### src/rtl/uart_sleep_rx_pkg.sv
package uart_sleep_rx_pkg;
  typedef enum logic [2:0] {
    ST_IDLE,
    ST_START,
    ST_DATA,
    ST_PAR,
    ST_STOP,
    ST_WAIT_HI
  } rx_state_e;
endpackage

### src/rtl/uart_rx_sync.sv
module uart_rx_sync #(
  parameter int STAGES = 2
) (
  input  logic clk_i,
  input  logic rst_ni,
  input  logic rxd_i,
  input  logic line_rev_i,
  output logic rx_o
);
  logic [STAGES-1:0] sh_q;

  always_ff @(posedge clk_i or negedge rst_ni) begin
    if (!rst_ni) sh_q <= '1;
    else         sh_q <= {sh_q[STAGES-2:0], rxd_i};
  end

  // reversal ahead of every decoder stage
  assign rx_o = sh_q[STAGES-1] ^ line_rev_i;
endmodule

### src/rtl/uart_rx_frame.sv
module uart_rx_frame
  import uart_sleep_rx_pkg::*;
#(
  parameter int DATA_W = 8,
  parameter int OVS    = 16
) (
  input  logic              clk_i,
  input  logic              rst_ni,
  input  logic              tick_i,
  input  logic              rx_i,
  input  logic              parity_en_i,
  output logic              done_o,
  output logic [DATA_W-1:0] data_o,
  output logic              par_err_o,
  output logic              frm_err_o
);
  localparam int CNT_W = $clog2(OVS);
  localparam int BIT_W = $clog2(DATA_W);
  localparam logic [CNT_W-1:0] MID  = CNT_W'(OVS/2 - 1);
  localparam logic [CNT_W-1:0] LAST = CNT_W'(OVS - 1);
  localparam logic [BIT_W-1:0] TOP  = BIT_W'(DATA_W - 1);

  rx_state_e         state_q;
  logic [CNT_W-1:0]  cnt_q;
  logic [BIT_W-1:0]  bit_q;
  logic [DATA_W-1:0] sh_q;
  logic              par_q, frm_q, done_q;

  always_ff @(posedge clk_i or negedge rst_ni) begin
    if (!rst_ni) begin
      state_q <= ST_IDLE;
      cnt_q   <= '0;
      bit_q   <= '0;
      sh_q    <= '0;
      par_q   <= 1'b0;
      frm_q   <= 1'b0;
      done_q  <= 1'b0;
    end else begin
      done_q <= 1'b0;
      if (tick_i) begin
        unique case (state_q)
          ST_IDLE: begin
            cnt_q <= '0;
            if (!rx_i) state_q <= ST_START;
          end
          ST_START: begin
            if (cnt_q == MID) begin
              cnt_q   <= '0;
              bit_q   <= '0;
              par_q   <= 1'b0;
              state_q <= rx_i ? ST_IDLE : ST_DATA;
            end else cnt_q <= cnt_q + 1'b1;
          end
          ST_DATA: begin
            if (cnt_q == LAST) begin
              cnt_q <= '0;
              sh_q  <= {rx_i, sh_q[DATA_W-1:1]};
              bit_q <= bit_q + 1'b1;
              if (bit_q == TOP) state_q <= parity_en_i ? ST_PAR : ST_STOP;
            end else cnt_q <= cnt_q + 1'b1;
          end
          ST_PAR: begin
            if (cnt_q == LAST) begin
              cnt_q   <= '0;
              par_q   <= rx_i ^ (^sh_q);
              state_q <= ST_STOP;
            end else cnt_q <= cnt_q + 1'b1;
          end
          ST_STOP: begin
            if (cnt_q == LAST) begin
              cnt_q   <= '0;
              frm_q   <= !rx_i;
              done_q  <= 1'b1;
              state_q <= rx_i ? ST_IDLE : ST_WAIT_HI;
            end else cnt_q <= cnt_q + 1'b1;
          end
          ST_WAIT_HI: if (rx_i) state_q <= ST_IDLE;
          default: state_q <= ST_IDLE;
        endcase
      end
    end
  end

  assign done_o    = done_q;
  assign data_o    = sh_q;
  assign par_err_o = par_q;
  assign frm_err_o = frm_q;

  a_r2_start_abort: assert property (@(posedge clk_i) disable iff (!rst_ni)
    (state_q == ST_START && tick_i && cnt_q == MID && rx_i) |=> state_q == ST_IDLE);
  a_r8_wait_high: assert property (@(posedge clk_i) disable iff (!rst_ni)
    (state_q == ST_STOP && tick_i && cnt_q == LAST && !rx_i) |=> (frm_q && state_q == ST_WAIT_HI));
  a_r1_done_pulse: assert property (@(posedge clk_i) disable iff (!rst_ni)
    done_q |=> !done_q);
endmodule

### src/rtl/uart_rx_buffer.sv
module uart_rx_buffer #(
  parameter int DATA_W = 8
) (
  input  logic              clk_i,
  input  logic              rst_ni,
  input  logic              done_i,
  input  logic [DATA_W-1:0] data_i,
  input  logic              par_err_i,
  input  logic              frm_err_i,
  input  logic              sleep_en_i,
  input  logic              data_inv_i,
  input  logic              rd_i,
  output logic [DATA_W-1:0] data_o,
  output logic              valid_o,
  output logic              par_err_o,
  output logic              frm_err_o,
  output logic              overrun_o
);
  logic [DATA_W-1:0] buf_q;
  logic              valid_q, per_q, fer_q, ovr_q;
  logic              accept;

  // address filter looks at the character as received
  assign accept = done_i && (!sleep_en_i || data_i[DATA_W-1]);

  always_ff @(posedge clk_i or negedge rst_ni) begin
    if (!rst_ni) begin
      buf_q   <= '0;
      valid_q <= 1'b0;
      per_q   <= 1'b0;
      fer_q   <= 1'b0;
      ovr_q   <= 1'b0;
    end else if (accept) begin
      buf_q   <= data_i;
      per_q   <= par_err_i;
      fer_q   <= frm_err_i;
      valid_q <= 1'b1;
      ovr_q   <= valid_q && !rd_i;
    end else if (rd_i) begin
      valid_q <= 1'b0;
      ovr_q   <= 1'b0;
    end
  end

  assign data_o    = buf_q ^ {DATA_W{data_inv_i}};
  assign valid_o   = valid_q;
  assign par_err_o = per_q;
  assign frm_err_o = fer_q;
  assign overrun_o = ovr_q;

  a_r3_flag_accept: assert property (@(posedge clk_i) disable iff (!rst_ni)
    (done_i && sleep_en_i && data_i[DATA_W-1]) |=> (valid_q && buf_q == $past(data_i)));
  a_r4_drop: assert property (@(posedge clk_i) disable iff (!rst_ni)
    (done_i && sleep_en_i && !data_i[DATA_W-1] && !rd_i)
      |=> ($stable(buf_q) && $stable(valid_q) && $stable(ovr_q) && $stable(per_q) && $stable(fer_q)));
  a_r9_overrun: assert property (@(posedge clk_i) disable iff (!rst_ni)
    (accept && valid_q && !rd_i) |=> ovr_q);
  a_r9_read_clear: assert property (@(posedge clk_i) disable iff (!rst_ni)
    (rd_i && !done_i) |=> (!valid_q && !ovr_q));
endmodule

### src/rtl/uart_sleep_rx.sv
module uart_sleep_rx #(
  parameter int DATA_W      = 8,
  parameter int OVS         = 16,
  parameter int SYNC_STAGES = 2
) (
  input  logic              clk_i,
  input  logic              rst_ni,
  input  logic              baud_tick_i,
  input  logic              rxd_i,
  input  logic              line_rev_i,
  input  logic              parity_en_i,
  input  logic              sleep_en_i,
  input  logic              data_inv_i,
  input  logic              rd_i,
  output logic [DATA_W-1:0] rx_data_o,
  output logic              rx_valid_o,
  output logic              parity_err_o,
  output logic              frame_err_o,
  output logic              overrun_o
);
  logic              rx_line;
  logic              fr_done, fr_perr, fr_ferr;
  logic [DATA_W-1:0] fr_data;

  uart_rx_sync #(.STAGES(SYNC_STAGES)) u_sync (
    .clk_i      (clk_i),
    .rst_ni     (rst_ni),
    .rxd_i      (rxd_i),
    .line_rev_i (line_rev_i),
    .rx_o       (rx_line)
  );

  uart_rx_frame #(.DATA_W(DATA_W), .OVS(OVS)) u_frame (
    .clk_i       (clk_i),
    .rst_ni      (rst_ni),
    .tick_i      (baud_tick_i),
    .rx_i        (rx_line),
    .parity_en_i (parity_en_i),
    .done_o      (fr_done),
    .data_o      (fr_data),
    .par_err_o   (fr_perr),
    .frm_err_o   (fr_ferr)
  );

  uart_rx_buffer #(.DATA_W(DATA_W)) u_buf (
    .clk_i      (clk_i),
    .rst_ni     (rst_ni),
    .done_i     (fr_done),
    .data_i     (fr_data),
    .par_err_i  (fr_perr),
    .frm_err_i  (fr_ferr),
    .sleep_en_i (sleep_en_i),
    .data_inv_i (data_inv_i),
    .rd_i       (rd_i),
    .data_o     (rx_data_o),
    .valid_o    (rx_valid_o),
    .par_err_o  (parity_err_o),
    .frm_err_o  (frame_err_o),
    .overrun_o  (overrun_o)
  );
endmodule

### config.mk
export PLATFORM = sky130hd
export DESIGN_NAME = uart_sleep_rx
export DESIGN_NICKNAME = d
export VERILOG_FILES = /design/src/rtl/uart_sleep_rx_pkg.sv /design/src/rtl/uart_rx_sync.sv /design/src/rtl/uart_rx_frame.sv /design/src/rtl/uart_rx_buffer.sv /design/src/rtl/uart_sleep_rx.sv
export SDC_FILE = /design/constraint.sdc
export NUM_CORES = 1
export LEC_CHECK = 0
export ABC_CLOCK_PERIOD_IN_PS = 2100
export CORE_ASPECT_RATIO = 0.5
export CORE_UTILIZATION = 55
export DETAILED_ROUTE_END_ITERATION = 8
export PLACE_DENSITY = 0.79
export SYNTH_ARGS = -nofsm -noshare
export SYNTH_HDL_FRONTEND = slang
export SYNTH_SLANG_ARGS = --single-unit
### constraint.sdc
create_clock -name clk_i -period 2.1 [get_ports clk_i]
set_input_delay 0.21 -clock clk_i [delete_from_list [all_inputs] [get_ports clk_i]]
set_output_delay 0.21 -clock clk_i [all_outputs]
set_load 0.1 [all_outputs]
* Word level (Yosys, flattened, before mapping)
Cells that the tools add are included.
** Storage, ports and cells
- Flip-flop bits (word level) :: 35
- Latch bits :: 0
- Memory bits (writable) :: 0
- ROM bits :: 0
- Input bits :: 9
- Output and inout bits :: 12
- Logic and storage cells :: 78
- Memories :: 0
** Operators by class
- $add $sub $neg :: 2
- $mul :: 0
- Div/mod/pow operators :: 0
- $lt $le $gt $ge :: 0
- Equal/unequal tests :: 15
- Shift-type cells :: 0
- Muxes and demuxes :: 26
- Bitwise logic cells :: 3
- Reductions and logical operators :: 19
** Operator list (count)
- $mux W3 :: 11
- $pmux W3 S6 :: 1
- $ne A2 B1 Y1 const B :: 6
- $pmux W4 S3 :: 1
- $eq A3 B3 Y1 const B :: 3
- $mux W1 :: 8
- $mux W4 :: 2
- $reduce_and A4 Y1 :: 2
- $reduce_and A8 Y1 :: 1
- $reduce_xor A8 Y1 :: 1
- $xor A8 B8 Y8 :: 1
- $eq A3 B2 Y1 const B :: 2
- $pmux W3 S2 :: 1
- $reduce_and A3 Y1 :: 2
- $reduce_bool A2 Y1 :: 3
- $add A4 B1 Y4 const B :: 1
- $eq A4 B3 Y1 const B :: 1
- $eq A4 B4 Y1 const B :: 1
- $add A3 B1 Y3 const B :: 1
- $eq A3 B1 Y1 const B :: 1
- $logic_not A1 Y1 :: 3
- $logic_not A3 Y1 :: 1
- $reduce_bool A3 Y1 :: 1
- $reduce_or A3 Y1 :: 1
- 7 further kinds :: 9

* Logic depth before layout (Yosys ltp)
- Depth after elaboration :: 4
- Depth in mapped cells :: 7
- Gate-level depth less buffers :: 6

* Modules after synthesis
A second synthesis with hierarchy kept.
** Second synthesis, totals
- Cell total of the unflattened synthesis :: 157
- Area, all modules :: 1809.2 sq um
** By module, submodules not included
- uart_rx_frame :: instances 1, cells an instance 115, area an instance 1207.4 sq um, seq. area each 525.5 sq um
- uart_rx_buffer :: instances 1, cells an instance 39, area an instance 540.5 sq um, seq. area each 300.3 sq um
- uart_rx_sync :: instances 1, cells an instance 3, area an instance 61.3 sq um, seq. area each 52.6 sq um

* Worst setup path after synthesis
No wires, ideal clock.
- Path type :: input to output
- Start :: input data_inv_i
- End :: output rx_data_o[0]
- Data arrival time :: 2034 ps
- Data required time :: 1890 ps
- Setup slack :: -144 ps
- Stages on the path :: 2
- Buffers on the path :: 1
- Path through :: clkbuf_1 -> xor2_1
** Between the ends
- Word-level cells in the longest chain between the ends :: 1
** Ends and longest elaborated chain
- start, declared :: line uart_sleep_rx.sv:13 : input logic data_inv_i,
- $xor A8 B8 Y8 :: line uart_rx_buffer.sv:45 : assign data_o = buf_q ^ {DATA_W{data_inv_i}};
- end, declared :: line uart_sleep_rx.sv:15 : output logic [DATA_W-1:0] rx_data_o,
No other way between the ends.

* Worst setup path in the final report
- Start :: register u_frame.cnt_q[1]
- End :: register u_frame.state_q[1]
** Between the ends
- Word-level cells in the longest chain between the ends :: 3
- Elaborated cells on any way between the ends :: 7
- Those cells by class :: eq/ne: 6; reduce/logical: 1
** Ends and longest elaborated chain
- start, declared :: line uart_rx_frame.sv:24 : logic [CNT_W-1:0] cnt_q;
- start signal, assigned :: line uart_rx_frame.sv:52 : end else cnt_q <= cnt_q + 1'b1;
- start signal, assigned :: line uart_rx_frame.sv:60 : end else cnt_q <= cnt_q + 1'b1;
- start signal, assigned :: line uart_rx_frame.sv:67 : end else cnt_q <= cnt_q + 1'b1;
- $eq A4 B4 Y1 / $eq A4 B3 Y1 (equally long branches)
- $ne A2 B1 Y1 (no line)
- $reduce_and A8 Y1 (no line) *
- end signal, assigned :: line uart_rx_frame.sv:51 : state_q <= rx_i ? ST_IDLE : ST_DATA;
- end signal, assigned :: line uart_rx_frame.sv:59 : if (bit_q == TOP) state_q <= parity_en_i ? ST_PAR : ST_STOP;
- end signal, assigned :: line uart_rx_frame.sv:74 : state_q <= rx_i ? ST_IDLE : ST_WAIT_HI;
- end, declared :: line uart_rx_frame.sv:23 : rx_state_e state_q;
Every way passes the cells marked *; elsewhere a longest branch is shown, timed or not.
A chain may end at the register's enable or synchronous reset.

==> impl_metrics.yaml <==
timing:
  skew_ns: 0.00676
  drv_slew: 0
  rsz0062_at_grt: "false"
  setup_tns_ns: 0
  finalHoldViolCount: 0
  fin_crit_sh_pct: 92.6
  setup_viol: 0
  fin_ws_ns: 0.156
  tightestPinTransition_ns: 0.487
  fmax_mhz: 515
  max_slew_margin_pct: 67.5
  period_needed_ns: 1.94
worst_hold_path:
  min_path_cells: 1
  worstHoldStart: "rxd_i"
  holdPathEnd: "u_sync.sh_q[0]"
  hold_path.class: "in -> reg"
worst_setup_path:
  cp.arrival_ns: 2.12
  required_ns: 2.27
  r2r_slack_ns: 0.16
  cp.buffers_inverters: 0
  path_class: "reg -> reg"
  r2r-end: "u_frame.state_q[1]"
  path_cells: "ha_1, nand2_2, o22ai_2, o31ai_2, a2111o_1, a221o_1"
  cp_slowest_stage_delay_ns: 0.42
  setup.worst_path.start_class: "flop"
  path_max_fanout: 5
  timing.rr.start: "u_frame.cnt_q[1]"
  cp_slowest_cell: "dfrtp_1"
  crit_family: "compound AO/OA/AOI/OAI gates"
  reg2regPathDepth: 6
  end_kind: "flop"
pwr:
  seqPwrFrac_pct: 42.5
  sw_frac_of_total_pct: 34.9
  p_sw_uw: 745
  p_leak_nw: 1.04
  clockPowerShare_pct: 28.4
  ir_worst_vdd_v: 0.000564
  power-per-cell-area_nw_per_um2: 969
  combPwrFrac_pct: 29.1
  internal_power_mw: 1.39
clocking:
  cts_root_buffer: "clkbuf_8"
  hold_buffers: 0
  cts_resized: 0
  path_clk_slew_ns: 0.08
  h-tree-depth: 2
  cts_tree: "built"
  clock_path_buffers: 2
  clkLatencyLatePin_ns: 0.29
  cts_sinks: 35
  cts_made_buffers: 5
  post_cts_buffers: 0
grt:
  overflow: 0
  antenna_found_initial: 0
  groute.usage.overall_pct: 23.0
  grt_pass1_wl_um: 5690
  grt_max_degree: 36
  grt_pass1_vias: 1301
die:
  rows: 14
  dieWidth_um: 81.9
  io_pins: 21
  die_y_um: 42.0
  dieArea_um2: 3440
  core-area_um2: 3010
  start_util_pct: 58.3
cells_and_area:
  seqCellArea_um2: 878
  fillers: 217
  drive_gt1_share_pct: 28.0
  fin_cells: 226
  final_util_pct: 73.0
  multi_input_area_um2: 802
  final_nets: 197
  antenna_cells: 0
  area_delta_synth_final_pct: 25.2
synth:
  ys_types: 44
  syn_inst: 157
  ys.warnings.count: 0
  syn_area_um2: 1760
  ys_async_sr_fraction_pct: 100
  ys_top_cells_by_area: "dfrtp_1 47%, mux2_2 9.6%, xor2_1 4.5%"
  synth_area_per_cell_um2: 11.2
  ys_ff_latch: 35
  synth-edff-count: 0
  synthFlopType: "dfrtp_1"
  yosysTopAreaCellShare_pct: 47.0
  yosys.area.top_type: "dfrtp_1"
  synth_nets: 169
  ys_seq_area_share_pct: 50.0
routing:
  avgRoutedWirePerCell_um: 14.3
  drt_pre_antenna_iters: 4
  vias: 1239
  wl_um: 3230
  drc: 0
  initialDrtViolationCount: 42
  viasPerCell: 5.48
  ant_nets: 0
placed_design:
  place_inst: 218
  gp_congestion: 0.900
  dpl.hpwl_um: 2300
  post-place-ws_ns: 0.150
  portBuffers: 20
run_status:
  outcome: "finished, final reports clean"
job:
  max-cap-violations: 0
[metal layers]
| metal | vias to the layer above | track usage [%] | part of all wire [%] |
|---|---|---|---|
| met2 | 25 | 37.0 | 47 |
| met1 | 605 | 29.2 | 47 |
| met4 | 0 | 9.47 | 1.7 |
| li1 | 601 | - | - |
| met5 | - | 0 | 0 |
| met3 | 8 | 6.59 | 4.1 |
[state kept, by name, indices dropped and copies added, names as in the netlist]
name               count
u_buf.overrun_o        1
u_sync.sh_q            2
u_frame.frm_err_o      1
u_frame.done_o         1
u_frame.cnt_q          4
u_buf.buf_q            8
u_buf.par_err_o        1
u_frame.bit_q          3
u_frame.data_o         8
u_frame.state_q        3
u_buf.valid_o          1
u_frame.par_err_o      1
u_buf.frm_err_o        1
[cells in the final DEF, fill, tap and decap left out, types with 2 or more instances in the layout]
cell,instances
mux2_2,15
dfrtp_1,33
dfstp_2,2
nor2_1,11
nand2_2,2
xnor2_1,7
nand2_1,10
buf_12,8
nor3_1,3
clkbuf_8,5
nand3_1,4
mux2_1,3
ha_1,3
o21ai_0,8
a21oi_1,6
buf_4,11
clkdlybuf4s50_1,8
xor2_1,9
nand2b_1,3
inv_1,8
[final cells by class]
cell class	instances	share of cell area, %
flip-flops and latches	35	39.9
multi-input cells	107	36.5
repair buffers	27	14.7
clock buffers	5	3.13
well taps	40	2.28
clock inverters	3	1.99
inverters	9	1.54
[cell usage after synthesis (2+ instances only)]
master and n:
dfrtp_1 33, mux2_2 15, nor2_1 11, nand2_1 10
xor2_1 9, inv_1 8, o21ai_0 8, xnor2_1 7
a21oi_1 6, nand3_1 4, ha_1 3, mux2_1 3
nand2b_1 3, nor3_1 3, buf_6 2, clkbuf_1 2
dfstp_2 2, nand2_2 2
[how the worst max path moves through the flow]
stage	startpoint	end	slack, ns	cells past startpoint
2_1_floorplan	data_inv_i	rx_data_o[0]	-0.14	2
3_3_place_gp	line_rev_i	u_frame.state_q[1]	0.16	5
3_5_place_dp	line_rev_i	u_frame.state_q[1]	0.15	5
4_1_cts	u_frame.cnt_q[1]	u_frame.state_q[1]	0.17	6
5_1_grt	u_frame.cnt_q[1]	u_frame.state_q[1]	0.05	6
6_report	u_frame.cnt_q[1]	u_frame.state_q[1]	0.16	6
[through the flow]
stage                     power, mW  instance area [um2]  hold WS [ns]
after global placement         1.50                 2090         0.347
after global routing           2.25                 2200         0.326
final                          2.13                 2200         0.315
after detailed placement       1.53                 2090         0.357
after floorplan                1.39                 1760       -0.0856
after CTS                      2.14                 2200         0.309
[power by group through the flow]
stage	logic, mW	clock network (mW)	registers, mW
6_report	0.620	0.606	0.906
5_1_grt	0.683	0.643	0.923
4_1_cts	0.620	0.618	0.901
3_5_place_dp	0.615	0	0.912
3_3_place_gp	0.592	0	0.906
2_1_floorplan	0.547	0	0.843
[cell families after synthesis]
kind of cell             synth area share, %
XOR/XNOR                                7.98
adder cells (fa/ha/maj)                 2.71
flip-flops                              50.0
AO/OA/AOI/OAI                           10.6
buffers and inverters                   4.34
AND/OR/NAND/NOR                         12.3
multiplexers                            12.1
Power figures use the tool's default switching activity.
